==> src/rtl/nmac_pkg.sv <==
package nmac_pkg;

    localparam int STATE_W = 8;
    localparam int WGT_W   = 16;
    localparam int PROD_W  = STATE_W + WGT_W;
    localparam int ACC_W   = 29;

    typedef enum logic [1:0] {
        CMD_IDLE  = 2'b00,
        CMD_CLEAR = 2'b01,
        CMD_STEP  = 2'b10,
        CMD_LOAD  = 2'b11
    } cmd_e;

    typedef struct packed {
        logic clear;
        logic step;
        logic load;
        logic idle;
    } ctl_t;

    function automatic logic [ACC_W-1:0] widen_prod(input logic [PROD_W-1:0] p);
        return {{(ACC_W-PROD_W){p[PROD_W-1]}}, p};
    endfunction

endpackage

==> src/rtl/pe_cmd_decode.sv <==
module pe_cmd_decode
    import nmac_pkg::*;
(
    input  logic [1:0] cmd,
    output ctl_t       ctl
);
    always_comb begin
        ctl = '0;
        case (cmd_e'(cmd))
            CMD_CLEAR: ctl.clear = 1'b1;
            CMD_STEP:  ctl.step  = 1'b1;
            CMD_LOAD:  ctl.load  = 1'b1;
            default:   ctl.idle  = 1'b1;
        endcase
    end
endmodule

==> src/rtl/pe_addr_gen.sv <==
module pe_addr_gen #(
    parameter int DEPTH = 32,
    localparam int AW = (DEPTH > 1) ? $clog2(DEPTH) : 1
) (
    input  logic          clk,
    input  logic          rst,
    input  logic          restart,
    input  logic          advance,
    output logic [AW-1:0] addr
);
    localparam logic [AW-1:0] LAST = AW'(DEPTH - 1);

    always_ff @(posedge clk) begin
        if (rst || restart) begin
            addr <= '0;
        end else if (advance) begin
            addr <= (addr == LAST) ? '0 : addr + 1'b1;
        end
    end
endmodule

==> src/rtl/pe_weight_mem.sv <==
module pe_weight_mem
    import nmac_pkg::*;
#(
    parameter int DEPTH = 32,
    localparam int AW = (DEPTH > 1) ? $clog2(DEPTH) : 1
) (
    input  logic             clk,
    input  logic             we,
    input  logic [AW-1:0]    addr,
    input  logic [WGT_W-1:0] wdata,
    output logic [WGT_W-1:0] rdata
);
    logic [WGT_W-1:0] mem [DEPTH];

    always_ff @(posedge clk) begin
        if (we) begin
            mem[addr] <= wdata;
        end
    end

    assign rdata = mem[addr];
endmodule

==> src/rtl/pe_mac_unit.sv <==
module pe_mac_unit
    import nmac_pkg::*;
(
    input  logic               clk,
    input  logic               rst,
    input  ctl_t               ctl,
    input  logic [STATE_W-1:0] state,
    input  logic [WGT_W-1:0]   weight,
    output logic [ACC_W-1:0]   acc,
    output logic               done
);
    logic [PROD_W-1:0] prod_q;
    logic              pend_q;
    logic [PROD_W-1:0] prod_d;

    assign prod_d = PROD_W'($signed(state) * $signed(weight));

    always_ff @(posedge clk) begin
        if (rst || ctl.clear) begin
            prod_q <= '0;
            pend_q <= 1'b0;
        end else begin
            pend_q <= ctl.step;
            if (ctl.step) begin
                prod_q <= prod_d;
            end
        end
    end

    always_ff @(posedge clk) begin
        if (rst || ctl.clear) begin
            acc <= '0;
        end else if (pend_q) begin
            acc <= acc + widen_prod(prod_q);
        end
    end

    always_ff @(posedge clk) begin
        if (rst || ctl.clear || ctl.step) begin
            done <= 1'b0;
        end else if (pend_q) begin
            done <= 1'b1;
        end else if (!ctl.idle) begin
            done <= 1'b0;
        end
    end
endmodule

==> src/rtl/nmac_pe.sv <==
module nmac_pe
    import nmac_pkg::*;
#(
    parameter int DEPTH = 32
) (
    input  logic               clk,
    input  logic               rst,
    input  logic [1:0]         cmd,
    input  logic [STATE_W-1:0] state_in,
    input  logic [WGT_W-1:0]   weight_in,
    output logic [ACC_W-1:0]   psum_out,
    output logic               psum_valid
);
    localparam int AW = (DEPTH > 1) ? $clog2(DEPTH) : 1;

    ctl_t             ctl;
    logic [AW-1:0]    wptr;
    logic [WGT_W-1:0] wcur;

    pe_cmd_decode u_dec (
        .cmd (cmd),
        .ctl (ctl)
    );

    pe_addr_gen #(.DEPTH(DEPTH)) u_ptr (
        .clk     (clk),
        .rst     (rst),
        .restart (ctl.clear),
        .advance (ctl.step | ctl.load),
        .addr    (wptr)
    );

    pe_weight_mem #(.DEPTH(DEPTH)) u_mem (
        .clk   (clk),
        .we    (ctl.load & ~rst),
        .addr  (wptr),
        .wdata (weight_in),
        .rdata (wcur)
    );

    pe_mac_unit u_mac (
        .clk    (clk),
        .rst    (rst),
        .ctl    (ctl),
        .state  (state_in),
        .weight (wcur),
        .acc    (psum_out),
        .done   (psum_valid)
    );
endmodule

==> config.mk <==
export PLATFORM = sky130hd
export DESIGN_NAME = nmac_pe
export DESIGN_NICKNAME = d
export VERILOG_FILES = /design/src/rtl/nmac_pkg.sv /design/src/rtl/pe_cmd_decode.sv /design/src/rtl/pe_addr_gen.sv /design/src/rtl/pe_weight_mem.sv /design/src/rtl/pe_mac_unit.sv /design/src/rtl/nmac_pe.sv
export SDC_FILE = /design/constraint.sdc
export NUM_CORES = 1
export LEC_CHECK = 0
export ABC_AREA = 1
export BUFFER_PORTS_ARGS = -buffer_cell sky130_fd_sc_hd__buf_4
export CAP_MARGIN = 20
export CELL_PAD_IN_SITES_DETAIL_PLACEMENT = 0
export CELL_PAD_IN_SITES_GLOBAL_PLACEMENT = 1
export CORE_MARGIN = 4
export CORE_UTILIZATION = 51
export CTS_BUF_LIST = sky130_fd_sc_hd__clkbuf_8
export DETAILED_ROUTE_END_ITERATION = 8
export GPL_TIMING_DRIVEN = 1
export PLACE_DENSITY_LB_ADDON = 0.1
export SYNTH_ARGS = -nofsm -noshare
export SYNTH_HDL_FRONTEND = slang
export SYNTH_HIERARCHICAL = 1
export SYNTH_SLANG_ARGS = --single-unit
==> constraint.sdc <==
create_clock -name clk -period 7.4 [get_ports clk]
set_clock_uncertainty 0.15 [all_clocks]
set_input_delay 0.74 -clock clk [delete_from_list [all_inputs] [get_ports clk]]
set_output_delay 0.74 -clock clk [all_outputs]
set_load 0.02 [all_outputs]
== Yosys cells after proc, flatten, opt, wreduce, memory -nomap -nowiden ==
Memory sizes are Yosys's and may differ from the RTL's. A register that Yosys moved wholly into a read port is not among the register bits.
Cells that the tools add are included.

* Flip-flop bits (word level): 60
* Memory bits (writable): 512
* Bits of input ports: 28
* Output and inout bits: 30
* Logic and storage cells: 30
* Memories kept: 1

{| class="wikitable"
|+ Memory list
! memory !! words !! width !! read ports !! clocked after memory_dff !! write ports !! line !! RTL
|-
| u_mem.mem || 32 || 16 || 1 || 1 || 1 || pe_weight_mem.sv:13 || <nowiki>logic [WGT_W-1:0] mem [DEPTH];</nowiki>
|}

* $add $sub $neg: 2
* Multiply operators: 1
* Equal/unequal tests: 4
* Multiplexer cells: 10
* Bitwise logic cells: 3
* Reduce and logical (&&, ||, !) cells: 4

{| class="wikitable"
|+ Operators with widths
! operator !! count
|-
| $add A29 B29 Y29 || 1
|-
| $mul A8 B16 Y24 || 1
|-
| $mux W5 || 3
|-
| $mux W1 || 7
|-
| $add A5 B1 Y5 const B || 1
|-
| $eq A5 B5 Y1 const B || 1
|-
| $eq A2 B2 Y1 const B || 2
|-
| $reduce_or A3 Y1 || 1
|-
| $eq A2 B1 Y1 const B || 1
|-
| $logic_or A1 B1 Y1 || 2
|-
| $reduce_bool A2 Y1 || 1
|-
| $and A1 B1 Y1 || 1
|-
| $not A1 Y1 || 1
|-
| $or A1 B1 Y1 || 1
|}

== Longest topological paths before layout ==
Gate-level depths: netlist of the first run.

* Depth in word-level cells: 5
* Mapped depth: 35
* Mapped depth without buffers: 31

== Modules after synthesis ==
Netlist of the first run, hierarchy kept.

{| class="wikitable"
|+ By module, submodules not included
! module !! instances !! cells each !! area each (um2) !! sequential area each (um2)
|-
| pe_weight_mem || 1 || 2,058 || 21,620.7 || 15,374.7
|-
| pe_mac_unit || 1 || 1,325 || 8,763.4 || 1,101.1
|-
| pe_addr_gen || 1 || 31 || 239.0 || 100.1
|-
| pe_cmd_decode || 1 || 7 || 26.3 || 0.0
|-
| nmac_pe || 1 || 4 || 17.5 || 0.0
|}

== Least setup slack after synthesis of the first run ==
No wires, ideal clock.

* Path kind: reg-to-reg
* Start: register, netlist name u_ptr/addr[0]
* End: register u_mac.prod_q[15]
* Library setup time: 0.113 ns
* Data arrival time: 5.106 ns
* Data required time: 7.137 ns
* Slack: 2.031 ns
* Cell stages (with the launch flop): 32
* Path buffers: 4
* Cells stage by stage: dfxtp_1 > buf_4 > inv_4 > buf_6 > buf_4 > nand2_1 > nand2_1 > nand2_1 > nand2_1 > nand2_1 > nand2_1 > nor2_1 > nand2_1 > clkbuf_1 > or2_2 > fa_1 > fa_1 > inv_1 > fa_1 > inv_1 > fa_1 > inv_1 > ha_1 > nand2_1 > o21ai_1 > nor2_1 > o21ai_2 > nand2_1 > nand2_1 > nand2_1 > nand3_1 > nand2_1

{| class="wikitable"
|+ RTL lines
! what !! line !! RTL
|-
| end signal, assigned || pe_mac_unit.sv:25 || <nowiki>prod_q <= prod_d;</nowiki>
|-
| end, declared || pe_mac_unit.sv:12 || <nowiki>logic [PROD_W-1:0] prod_q;</nowiki>
|}

==> impl_results.md, run 1 <==
- CP most frequent cell: nand2_1
- Part of the power in the clock network: 27.8%
- Die height: 253 microns
- LEAKAGE: between 0.015 and 0.02 uW
- Drt total wl: 80.4 mm
- Syn. warnings: 6
- Worst skew pair latency: 0.70 ns
- Final Max Slew Viols: 0
- Largest net degree at the start of global routing: 165
- Rel. slew slack: 26.1%
- Hold slack: ~0.26 ns
- CP Capture Type: flip-flop
- Comb power frac: a little over a third
- Post-DP HPWL: about 52 mm
- CTS tree: yes
- RD Place Congestion: 0.923
- Sequential share of the synthesized area: 54.1%
- Setup CP Type: reg -> reg
- Cell variety after synth: 43
- GR peak layer: met2
- First-pass GRT wire length: 124 mm
- Worst-path clk slew: 0.06 ns
- Util after Layout: 56.6%
- CTS Buffer Depth: 3
- Achievable Freq: ~150 MHz
- Met1 GRT Util: 32.6%
- Worst Hold Class: in -> reg
- Final #Nets: roughly 3,700
- Unrepaired setup endpoints after global routing: false
- Initial antenna violation count: 1
- Worst path arrival time: between 7 and 8 ns
- Mapped Area: 30,700 sq um
- Initial DRC Count: 1,665
- Cts repair resizes: 0
- H-tree depth: 3
- CTS Hold Bufs: 0
- Reg power frac: 37.1%
- Tot GR Track Use: 25.2%
- Worst-Margin Slew: 1.11 ns
- Average footprint of a synthesized cell: 8.95 sq um
- Die area: 64,100 sq um
- Post-Synthesis Cells: 3,425
- # clock sinks: between 500 and 600
- Layout cell share with drive strength beyond 1: 7.99%
- Status: completed
- Int Pwr: just over 6000 uW
- Critical Path Fanout Max: 164
- Post-CTS Setup Bufs: 0
- Slowest stage delay, CP: 0.66 ns
- Maximum VDD drop: 0.182 mV
- Via count: 22,093
- Avg WL per Cell: 18.5 microns
- Data required, critical path: between 7 and 8 ns
- Post-layout min period: 6.66 ns
- Fin crit share: 90.0%
- Post-DRT Antenna Nets: 0
- Met2 GRT Util: 43.7%
- Slowest cell on crit path: inv_8
- Rows: 89
- Reg2Reg Setup Slack: between 0.7 and 0.8 ns
- Startpoint Class: flip-flop
- Vias per inst: 5.07
- Area growth syn-to-layout: 9.39%
- Post-Layout Cell Count: 4,356
- Final TNS setup: 0 ns
- Fin. Hold Viols: 0
- Congestion Overflow GR: 0
- Core area: 59,200 sq um
- TritonRoute pass-1 iters: 5
- Residual DRC: 0
- Power per cell area: roughly 290 nW/um^2
- Die Width: 253 microns
- Initial Util: 51.8%
- Count of input and output buffers: 57
- Sw power: 3590 uW
- Top Ports: 58
- Root buffer cell: clkbuf_8
- Cts bufs inserted: 97
- Finish-stage setup viols: 0
- Met3 Usage GRT: just under 4%
- Number of global-route vias before repair: 21,808
- Flops & latches, synth: around 570
- Dpl cells: 4,174
- Syn nets: 3,632
- Total of max-cap violations: 0
- Switching share of total power: a little under two fifths
-- sequential cells by signal, summed over array words and instances, names as in the netlist --
| register | flops |
|---|---|
| u_mac/acc | 29 |
| u_mac/done | 1 |
| u_mac/pend_q | 1 |
| u_mac/prod_q | 24 |
| u_mem/mem | 512 |
| u_ptr/addr | 5 |
-- cell usage in the layout, fill, tap and decap left out, types with 19 or more instances in the layout --
cell	n
buf_4	113
edfxtp_1	512
o21ai_0	49
inv_1	385
dfxtp_1	58
ha_1	75
nor2_1	199
clkinv_1	26
nand3_1	49
a21oi_1	53
nand2_1	1710
clkbuf_8	98
xor2_1	19
fa_1	104
-- Yosys cell counts (all sizes together) --
library cell,instances,share of area [%]
nand3b,4,0.098
a32o,1,0.033
nand2,1717,21
clkbuf,42,0.51
nor3,17,0.64
and3,1,0.020
nand4,15,0.31
edfxtp,512,50
nand3,53,0.93
dfxtp,60,3.9
a31o,1,0.029
a21o,3,0.073
a21oi,53,0.86
o21a,1,0.024
xor2,19,0.54
a22o,3,0.086
nor4,2,0.061
ha,75,3.1
fa,104,6.8
nor2,206,2.6
or2,3,0.061
a21boi,2,0.061
and2,1,0.020
o21ai,57,0.95
inv,362,4.5
xnor2,7,0.20
buf,97,2.3
nor3b,1,0.041
o21bai,6,0.15
-- through the flow --
step	setup slack, ns	cell area (sq um)	power, uW
global route	0.398	33500	10400
global placement	0.914	31700	7040
finish	0.739	33500	9690
floorplan	2.03	30700	6160
detailed placement	0.886	31700	7050
CTS	0.829	33500	9760
-- area by class of cell --
cell class | instances | area (sq um)
tap | 773 | 967
antenna | 2 | 5.00
timing repair buffer | 116 | 916
fill | 5371 | 25700
multi-input combinational | 2352 | 11900
clock inverter | 81 | 487
inverter | 362 | 1370
sequential | 572 | 16600
clock buffer | 98 | 1350
-- path summary, 6_finish.rpt --
kind	cells past startpoint	end	start
worst min-delay path	4	u_mac/done	cmd[0]
worst min register to register	1	u_mac/prod_q[4]	u_mac/prod_q[4]
worst max register to register	28	u_mac/prod_q[15]	u_ptr/addr[0]
worst max-delay path	28	u_mac/prod_q[15]	u_ptr/addr[0]
-- power by group through the flow --
stage / logic [uW] / clock network, uW / registers [uW]
3_3_place_gp: 3380 / 0 / 3660
5_1_grt: 3890 / 2920 / 3590
4_1_cts: 3410 / 2760 / 3600
3_5_place_dp: 3390 / 0 / 3660
2_1_floorplan: 2520 / 0 / 3640
6_report: 3400 / 2690 / 3590
-- logic make-up (layout without fill, tap and decap cells) --
kind of cell | count (synthesis) | count (layout) | share of synthesized area, %
XOR/XNOR | 26 | 26 | 0.743
AO/OA/AOI/OAI | 127 | 127 | 2.27
adder cells (fa/ha/maj) | 179 | 179 | 9.85
buffers and inverters | 501 | 657 | 7.27
AND/OR/NAND/NOR | 2020 | 2020 | 25.8
flip-flops | 572 | 572 | 54.1
other | 0 | 2 | 0
-- layer usage --
| metal | vias up | routed length (microns) | part of all wire [%] |
|---|---|---|---|
| li1 | 10900 | - | - |
| met1 | 10509 | 34100 | 42 |
| met2 | 558 | 39700 | 49 |
| met3 | 126 | 4180 | 5.2 |
| met4 | 0 | 2480 | 3.1 |
| met5 | - | 0 | 0 |
-- worst max-delay path, delay by kind of cell, from the launching register on --
kind / cells / cell delay [ns]
AO/OA/AOI/OAI: 2 / 0.46
adder cells (fa/ha/maj): 5 / 2.40
buffers and inverters: 5 / 1.14
flip-flops: 1 / 0.41
AND/OR/NAND/NOR: 16 / 1.78
Power figures use the tool's default switching activity.
==> run 2: changes to the inputs <==
- CORE_MARGIN: 4 -> default
- CORE_UTILIZATION: 51 -> 55
- clock period: 7.4 -> 8.25 ns (I/O delays scaled with it)
==> run 2 against run 1 <==
Non-clock buffer count down 20. Setup slack better by 0.76 ns. Total power down 12%. Register-to-register slack better by 0.76 ns. Fmax down 1.4%. Wire length down 0.23%. Critical path depth unchanged. Sequential power down 10%. Sequential cell count unchanged. Design area down 1.1%. Sequential share of layout area up 0.53 points. Combinational power down 12%. Critical endpoint unchanged.
==> impl_results.md, run 2 (synthesized netlist as in run 1, its figures left out) <==
- Status: completed
- CTS Hold Bufs: 0
- Final Max Slew Viols: 0
- Fin crit share: 81.9%
- Initial antenna violation count: 1
- Slowest stage delay, CP: ~0.54 ns
- Hold Path Cell Cnt: 1
- Post-DRT Antenna Nets: 0
- WHS Endpoint: u_mac/prod_q[0]
- Reg2Reg Setup Slack: 1.49 ns
- Data required, critical path: 8.67 ns
- # clock sinks: 572
- Via count: 22,099
- Initial DRC Count: 1,748
- CTS tree: yes
- Fin. Hold Viols: 0
- Setup CP Type: reg -> reg
- Area growth syn-to-layout: 8.24%
- Largest registers: u_mem/mem (512), u_mac/acc (29), u_mac/prod_q (24)
- Largest net degree at the start of global routing: 146
- FF-to-FF Start: u_ptr/addr[0]
- Die height: 238 microns
- Layout cell share with drive strength beyond 1: 7.31%
- Final #Nets: 3,682
- Tot GR Track Use: 28.9%
- Slowest cell on crit path: fa_1
- Residual DRC: 0
- Hold slack: 0.338 ns
- Placed Instance Area: 31,500 sq um
- Maximum VDD drop: 0.176 mV
- Initial Util: 55.7%
- Hold Startpoint: u_mac/prod_q[0]
- Top Ports: slightly below 60
- Commonest non-fill, non-tap cell in the layout: nand2_1
- Number of flip-flops in the largest register: around 510
- Worst-Margin Slew: 1.11 ns
- TritonRoute pass-1 iters: 5
- Drt total wl: 80.2 mm
- Count of input and output buffers: 57
- Avg WL per Cell: 18.7 microns
- R2r endpoint: u_mac/prod_q[15]
- Final TNS setup: 0 ns
- Most frequent cells in the layout: 1,710 x nand2_1, 512 x edfxtp_1, 388 x inv_1, 191 x nor2_1, 104 x fa_1
- First-pass GRT wire length: between 100 and 150 mm
- Sw power: 3160 uW
- Dpl cells: 4,130
- Worst skew pair latency: just over 0.7 ns
- Congestion Overflow GR: 0
- Switching share of total power: a little under two fifths
- Post-Layout Cell Count: 4,295
- Die Width: 238 microns
- Unrepaired setup endpoints after global routing: false
- Die area: 56,700 sq um
- Design area: 33,200 sq um
- Number of global-route vias before repair: ~21,000
- LEAKAGE: 0.0156 uW
- Power per cell area: ~260 nW/um^2
- Post-CTS Setup Bufs: 0
- Critical Path Fanout Max: 145
- CP Capture Type: flip-flop
- Worst Hold Class: reg -> reg
- Worst-path clk slew: 0.06 ns
- Core area: 55,100 sq um
- Startpoint Class: flip-flop
- RD Place Congestion: 0.887
- FF-to-FF path depth: 28
- Cts repair resizes: 0
- Rel. slew slack: 26.0%
- Int Pwr: 5330 uW
- Most flop-heavy register: u_mem/mem
- Finish-stage setup viols: 0
- Achievable Freq: about 150 MHz
- CP most frequent cell: nand2_1
- Rows: 86
- Post-DP HPWL: 52.0 mm
- Cts bufs inserted: a little over 90
- H-tree depth: 3
- Post-layout min period: about 6.8 ns
- Vias per inst: 5.15
- Reg power frac: a little under two fifths
- Total of max-cap violations: 0
- Part of the power in the clock network: 26.6%
- Root buffer cell: clkbuf_8
- CTS Buffer Depth: 3
- Worst path arrival time: 7.17 ns
- Comb power frac: a little over a third
- Util after Layout: 60.2%
[run 2: worst max-delay path by stage]
stage / cells after the start / startpoint / to / slack [ns]
after CTS: 26 / u_ptr/addr[0] / u_mac/prod_q[23] / 1.52
after global placement: 26 / u_ptr/addr[0] / u_mac/prod_q[23] / 1.57
after detailed placement: 25 / u_ptr/addr[0] / u_mac/prod_q[12] / 1.55
after global routing: 26 / u_ptr/addr[0] / u_mac/prod_q[23] / 1.13
after floorplan: 31 / u_ptr/addr[0] / u_mac/prod_q[15] / 2.88
final: 28 / u_ptr/addr[0] / u_mac/prod_q[15] / 1.49
[run 2: area by class of cell]
cell class	count	area, sq um
fill	4855	21900
antenna	2	5.00
clock buffer	93	1280
sequential	572	16600
tap	748	936
clock inverter	70	384
inverter	362	1370
multi-input combinational	2352	11900
timing repair buffer	96	746
[run 2: routing by layer]
layer / global-route usage [%] / part of all wire [%] / vias up
li1: - / - / 10823
met1: 37.6 / 42 / 10512
met2: 49.2 / 49 / 624
met3: 3.85 / 5.4 / 140
met4: 11.6 / 3.8 / 0
met5: 0 / 0 / -
[run 2: power by group through the flow]
stage	registers [uW]	logic [uW]	clock network, uW
floorplan	3270	2260	0
global placement	3290	2990	0
detailed placement	3290	3000	0
CTS	3230	3030	2310
global route	3230	3450	2420
finish	3230	3000	2260
[run 2: stage by stage]
step / worst slack, ns / total power (uW)
global placement: 1.57 / 6280
finish: 1.49 / 8480
detailed placement: 1.55 / 6290
floorplan: 2.88 / 5530
CTS: 1.52 / 8570
global route: 1.13 / 9100
[run 2: critical path, delay by kind of cell (launching register included)]
| kind | cells | cell delay [ns] |
|---|---|---|
| AO/OA/AOI/OAI | 2 | 0.48 |
| adder cells (fa/ha/maj) | 5 | 2.43 |
| buffers and inverters | 5 | 1.09 |
| flip-flops | 1 | 0.38 |
| AND/OR/NAND/NOR | 16 | 1.82 |
